<file path="src/rtl/dle_pkg.sv">
package dle_pkg;

    localparam int WORD_W   = 16;
    localparam int ARG_W    = 8;
    localparam int OPC_W    = WORD_W - ARG_W;
    localparam int SLOT_LEN = ARG_W;   // one pixel per clock, one byte per slot

    typedef enum logic [OPC_W-1:0] {
        OPC_PIXELS   = 8'h80,
        OPC_HS_SET   = 8'h81,
        OPC_HS_CLR   = 8'h82,
        OPC_VS_SET   = 8'h83,
        OPC_VS_CLR   = 8'h84,
        OPC_RST_SET  = 8'h85,
        OPC_RST_CLR  = 8'h86,
        OPC_SOUND    = 8'h87,
        OPC_IDLE     = 8'hFF
    } opcode_e;

    typedef struct packed {
        logic frame_rst;
        logic vsync;
        logic hsync;
    } flags_t;

    typedef struct packed {
        logic             pix_load;
        logic             hs_set;
        logic             hs_clr;
        logic             vs_set;
        logic             vs_clr;
        logic             rst_set;
        logic             rst_clr;
        logic             snd_load;
        logic [ARG_W-1:0] arg;
    } cmd_t;

    function automatic cmd_t decode_word(input logic [WORD_W-1:0] w);
        cmd_t c;
        c     = '0;
        c.arg = w[ARG_W-1:0];
        case (w[WORD_W-1:ARG_W])
            OPC_PIXELS:  c.pix_load = 1'b1;
            OPC_HS_SET:  c.hs_set   = 1'b1;
            OPC_HS_CLR:  c.hs_clr   = 1'b1;
            OPC_VS_SET:  c.vs_set   = 1'b1;
            OPC_VS_CLR:  c.vs_clr   = 1'b1;
            OPC_RST_SET: c.rst_set  = 1'b1;
            OPC_RST_CLR: c.rst_clr  = 1'b1;
            OPC_SOUND:   c.snd_load = 1'b1;
            default:     ;
        endcase
        return c;
    endfunction

    function automatic flags_t next_flags(input flags_t f, input cmd_t c);
        flags_t n;
        n = f;
        if (c.hs_set)  n.hsync     = 1'b1;
        if (c.hs_clr)  n.hsync     = 1'b0;
        if (c.vs_set)  n.vsync     = 1'b1;
        if (c.vs_clr)  n.vsync     = 1'b0;
        if (c.rst_set) n.frame_rst = 1'b1;
        if (c.rst_clr) n.frame_rst = 1'b0;
        return n;
    endfunction

endpackage

</file>
<file path="src/rtl/dle_slot_timer.sv">
module dle_slot_timer #(
    parameter int SLOT_LEN = 8
) (
    input  logic clk,
    input  logic rst,
    output logic slot_end
);
    localparam int PH_W = (SLOT_LEN > 1) ? $clog2(SLOT_LEN) : 1;
    localparam logic [PH_W-1:0] LAST = PH_W'(SLOT_LEN - 1);

    logic [PH_W-1:0] phase;

    always_ff @(posedge clk) begin
        if (rst)                phase <= '0;
        else if (phase == LAST) phase <= '0;
        else                    phase <= phase + 1'b1;
    end

    assign slot_end = (phase == LAST);
endmodule

</file>
<file path="src/rtl/dle_frame_counter.sv">
module dle_frame_counter #(
    parameter int ADDR_W = 16
) (
    input  logic              clk,
    input  logic              rst,
    input  logic              advance,
    input  logic              to_zero,
    output logic [ADDR_W-1:0] addr
);
    always_ff @(posedge clk) begin
        if (rst)          addr <= '0;
        else if (advance) addr <= to_zero ? '0 : addr + 1'b1;
    end
endmodule

</file>
<file path="src/rtl/dle_pixel_shifter.sv">
module dle_pixel_shifter #(
    parameter int PIX_W = 8
) (
    input  logic             clk,
    input  logic             rst,
    input  logic             slot_end,
    input  logic             load,
    input  logic [PIX_W-1:0] data,
    output logic             pix
);
    logic [PIX_W-1:0] sr;

    always_ff @(posedge clk) begin
        if (rst)           sr <= '0;
        else if (slot_end) sr <= load ? data : '0;
        else               sr <= {sr[PIX_W-2:0], 1'b0};
    end

    assign pix = sr[PIX_W-1];
endmodule

</file>
<file path="src/rtl/display_list_engine.sv">
module display_list_engine
    import dle_pkg::*;
#(
    parameter int ADDR_W = 16
) (
    input  logic              clk,
    input  logic              rst,
    input  logic              fetch_en,
    input  logic [15:0]       frame_word,
    output logic [ADDR_W-1:0] fetch_addr,
    output logic              pix_out,
    output logic              hsync,
    output logic              vsync,
    output logic [2:0]        ctrl_flags,
    output logic [7:0]        sound
);
    logic   slot_end;
    logic   take;
    cmd_t   cmd;
    flags_t flags_q;
    flags_t flags_d;

    dle_slot_timer #(.SLOT_LEN(SLOT_LEN)) u_timer (
        .clk      (clk),
        .rst      (rst),
        .slot_end (slot_end)
    );

    always_comb begin
        cmd     = decode_word(frame_word);
        take    = slot_end && fetch_en;
        flags_d = take ? next_flags(flags_q, cmd) : flags_q;
    end

    always_ff @(posedge clk) begin
        if (rst) begin
            flags_q <= '0;
            sound   <= '0;
        end else begin
            flags_q <= flags_d;
            if (take && cmd.snd_load) sound <= cmd.arg;
        end
    end

    dle_frame_counter #(.ADDR_W(ADDR_W)) u_counter (
        .clk     (clk),
        .rst     (rst),
        .advance (take),
        .to_zero (flags_d.frame_rst),
        .addr    (fetch_addr)
    );

    dle_pixel_shifter #(.PIX_W(ARG_W)) u_shifter (
        .clk      (clk),
        .rst      (rst),
        .slot_end (slot_end),
        .load     (take && cmd.pix_load),
        .data     (cmd.arg),
        .pix      (pix_out)
    );

    assign hsync      = flags_q.hsync;
    assign vsync      = flags_q.vsync;
    assign ctrl_flags = flags_q;
endmodule

</file>
<file path="config.mk">
export PLATFORM = sky130hd
export DESIGN_NAME = display_list_engine
export DESIGN_NICKNAME = d
export VERILOG_FILES = /design/src/rtl/dle_pkg.sv /design/src/rtl/dle_slot_timer.sv /design/src/rtl/dle_frame_counter.sv /design/src/rtl/dle_pixel_shifter.sv /design/src/rtl/display_list_engine.sv
export SDC_FILE = /design/constraint.sdc
export NUM_CORES = 1
export LEC_CHECK = 0
export BUFFER_PORTS_ARGS = -buffer_cell sky130_fd_sc_hd__buf_2
export CELL_PAD_IN_SITES_DETAIL_PLACEMENT = 2
export CELL_PAD_IN_SITES_GLOBAL_PLACEMENT = 2
export CORE_MARGIN = 2
export CORE_UTILIZATION = 28
export CTS_CLUSTER_SIZE = 28
export DETAILED_ROUTE_END_ITERATION = 16
export PLACE_DENSITY_LB_ADDON = 0.25
export SETUP_SLACK_MARGIN = 0.1
export SLEW_MARGIN = 25
export SYNTH_ARGS = -nofsm -noshare
export SYNTH_HDL_FRONTEND = slang
export SYNTH_HIERARCHICAL = 1
export SYNTH_SLANG_ARGS = --single-unit
export TNS_END_PERCENT = 1
</file>
<file path="constraint.sdc">
create_clock -name clk -period 1.9 [get_ports clk]
set_input_delay 0.19 -clock clk [delete_from_list [all_inputs] [get_ports clk]]
set_output_delay 0.19 -clock clk [all_outputs]
set_load 0.03 [all_outputs]
</file>
==> results.ini <==
[power_and_ir_drop]
peakVddDrop_mv=0.263
total_power_w=0.00161
power.density_mw_per_mm2=680
cellLeakagePower_nw=0.919

[cells_and_area]
instances_no_fill=324
layout.nets=268
diode_count=0
area_delta_synth_final_pct=32.4
final_core_utilization=0.377
layout-drive-gt1-share=0.393

[drt]
postRouteWirelength_microns=5100
route.vias.total=1631
avgViaCountPerCell=5.03
post_route_drc_violation_count=0
firstDrtPassIters=4
drtIter0Drc=23
detail-route-antenna-nets=0
avgRoutedWirePerCell_microns=15.7

[placed_design]
globalplace.congestion=0.726
place.detailed.instances=314
portbufs=48
dpl_ws_ns=0.0241
hpwl_microns=3690

[worst_setup_path]
cp_slowest_stage_delay_ns=0.35
critical-path-top-delay-family=simple AND/OR/NAND/NOR gates
timing.critical_path.buf_inv=1
timing.critical_path.fanout_max=5
critPathCaptureType=flop
setup.worst_path.class=flop to flop
required_arrival_time_at_the_worst_endpoint_ns=2.07
worstPathCellList=ha_4, ha_4, and4b_1, a31oi_2, nor3_2, buf_4, nor2_2, mux2i_1, nor2_1
critical_path.startpoint_type=flop
critical_path.most_common_cell=sky130_fd_sc_hd__ha_4
crit_path_top_delay_cell=sky130_fd_sc_hd__dfxtp_2
critical_path_arrival_ns=2.00

[yosys]
synthCells=190
synth.top_cell.area_share=0.426
ys_ff_latch=38
post_synth_main_area_contributors=sky130_fd_sc_hd__dfxtp_1 (43%), sky130_fd_sc_hd__nand2b_1 (8.1%), sky130_fd_sc_hd__mux2i_1 (7.3%)
largest_area_contributor_in_the_synthesized_netlist=sky130_fd_sc_hd__dfxtp_1
synthesis.area_sq_mm=0.00179
synth-seq-area-share=0.426
number_of_warnings_reported_in_the_yosys_synthesis_log=6
synthesis.nets=212
syn_avg_cell_area_sq_um=9.40
synth.distinct_cells=42

[job]
max-cap-violations=0

[grt]
grt_antenna_before_repair=0
grt_use_met2=0.272
grt_use_met1=0.191
met3_usage=0.0267
busiest_layer=met2
global_route_wire_length_before_repair_microns=8810
grt_start_max_net_pins=20
grt_overflow=0
grtUsageTotal=0.153
grt_pass1_vias=1744

[sta]
setup_viol_count_final=0
report.final.slew_viol_count=0
maxSlewHeadroom=0.728
fmax_mhz=547
worst-slew-pin-transition_ns=0.402
period_share=0.963
timing.clock.skew_ns=0.00587
worst_slack_ns=0.0712
rsz0062_at_grt=true
timing.final.hold_violations=0
min_period_ns=1.83
tightest_hold_margin_ns=0.171

[status]
result_of_the_run=completed

[die]
num_io_pins=49
core-area_sq_mm=0.00628
num_rows=29
start_util=0.285
die_height_microns=83.9
die_area_sq_mm=0.00704
fp.dieW_microns=83.9

[clocking]
cts-buffers-inserted=5
insertion_delay_ns=0.29
clockRootBuffer=sky130_fd_sc_hd__clkbuf_8
cts-hold-fix-buffers=0
cts_htree_levels=2
clock_tree_from_tritoncts=yes
cts_max_path_buffers=2
cts.sinks=38
clock_transition_at_the_register_clock_pins_on_the_worst_setup_and_hold_paths_after_cts_ns=0.09

[worst_hold_path]
hp-class=input port to flop

==> cells in the mapped netlist (all sizes together) <==
| cell | number |
|---|---|
| a41oi | 1 |
| a21oi | 16 |
| nand2 | 10 |
| o21a | 2 |
| a31oi | 2 |
| and3 | 1 |
| or2 | 1 |
| inv | 3 |
| xor2 | 2 |
| nand3 | 11 |
| nand2b | 28 |
| nand4b | 1 |
| nor4b | 2 |
| or3 | 2 |
| nor2 | 7 |
| ha | 3 |
| a21o | 1 |
| buf | 7 |
| or4b | 1 |
| nor3b | 2 |
| nand3b | 1 |
| dfxtp | 38 |
| nor3 | 4 |
| and2 | 1 |
| mux2i | 13 |
| nand4 | 5 |
| a311oi | 1 |
| nor4bb | 1 |
| or4 | 4 |
| o21ai | 2 |
| nor4 | 7 |
| and4b | 2 |
| o31ai | 4 |
| clkbuf | 4 |
==> cell families after synthesis <==
logic type / count (synthesis) / synth area share
multiplexers: 13 / 0.0728
AND/OR/NAND/NOR: 91 / 0.328
XOR/XNOR: 2 / 0.00981
adder cells (fa/ha/maj): 3 / 0.0210
flip-flops: 38 / 0.426
AO/OA/AOI/OAI: 29 / 0.0966
buffers and inverters: 14 / 0.0462
==> power by group <==
group,internal [W],total [W],switching [W]
Sequential,0.000802,0.000807,0.00000472
Clock,0.000391,0.000712,0.000321
Combinational,0.0000411,0.0000897,0.0000485
Total,0.00123,0.00161,0.000374
==> what timing repair did <==
item / in CTS / in global routing
setup endpoints to repair: 16 / 24
buffers inserted: 0 / 2
pin swaps: 2 / 7
gates resized for setup: 5 / 9
==> sequential cells by signal, indices dropped and copies added (netlist names) <==
| signal | cells |
|---|---|
| u_shifter/sr | 8 |
| u_timer/phase | 3 |
| sound | 8 |
| vsync | 1 |
| u_counter/addr | 16 |
| hsync | 1 |
| ctrl_flags | 1 |
==> final cells by class <==
cell class / instances / area (sq um)
clock buffers: 5 / 68.8
clock inverters: 3 / 45.0
fillers: 724 / 3910
inverters: 3 / 11.3
multi-input cells: 138 / 1050
flip-flops and latches: 38 / 763
well taps: 77 / 96.3
repair buffers: 60 / 334
==> path summary, 6_finish.rpt <==
path                                  startpoint  cells past startpoint  slack [ns]                end
worst max-delay path            u_timer/phase[0]                      9        0.07  u_counter/addr[0]
worst max register to register  u_timer/phase[0]                      9        0.07  u_counter/addr[0]
worst min register to register  u_timer/phase[0]                      1        0.43   u_timer/phase[0]
worst min-delay path               frame_word[7]                      3        0.17           sound[7]
==> stage by stage <==
step,setup TNS (ns),cell area (sq um)
after floorplan,0,1830
after global placement,0,2170
after detailed placement,0,2170
after CTS,0,2310
after global routing,-0.0306,2370
final,0,2370
==> tightest hold or removal path: cells and delay by family <==
kind          cells  cell delay, ns
mux               1            0.06
simple gates      1            0.06
buf+inv           1            0.11
==> cell usage in the layout, fill, tap and decap left out, types with 3 or more instances in the layout <==
cell type and instances:
sky130_fd_sc_hd__clkbuf_8 5, sky130_fd_sc_hd__nand2_1 8, sky130_fd_sc_hd__buf_4 11, sky130_fd_sc_hd__or4_1 4, sky130_fd_sc_hd__buf_2 48, sky130_fd_sc_hd__nand4_1 3
sky130_fd_sc_hd__nor2_1 6, sky130_fd_sc_hd__dfxtp_1 36, sky130_fd_sc_hd__nor4_1 5, sky130_fd_sc_hd__nand2b_2 5, sky130_fd_sc_hd__nand2b_1 21, sky130_fd_sc_hd__o31ai_1 4
sky130_fd_sc_hd__a21oi_1 15, sky130_fd_sc_hd__nand3_1 10, sky130_fd_sc_hd__mux2i_1 13, sky130_fd_sc_hd__inv_1 3
==> per-layer routing <==
layer / part of all wire / vias to the layer above
li1: - / 794
met1: 0.43 / 805
met2: 0.53 / 30
met3: 0.032 / 2
met4: 0.0047 / 0
met5: 0 / -
No activity file was read; power rests on OpenSTA's default activity.
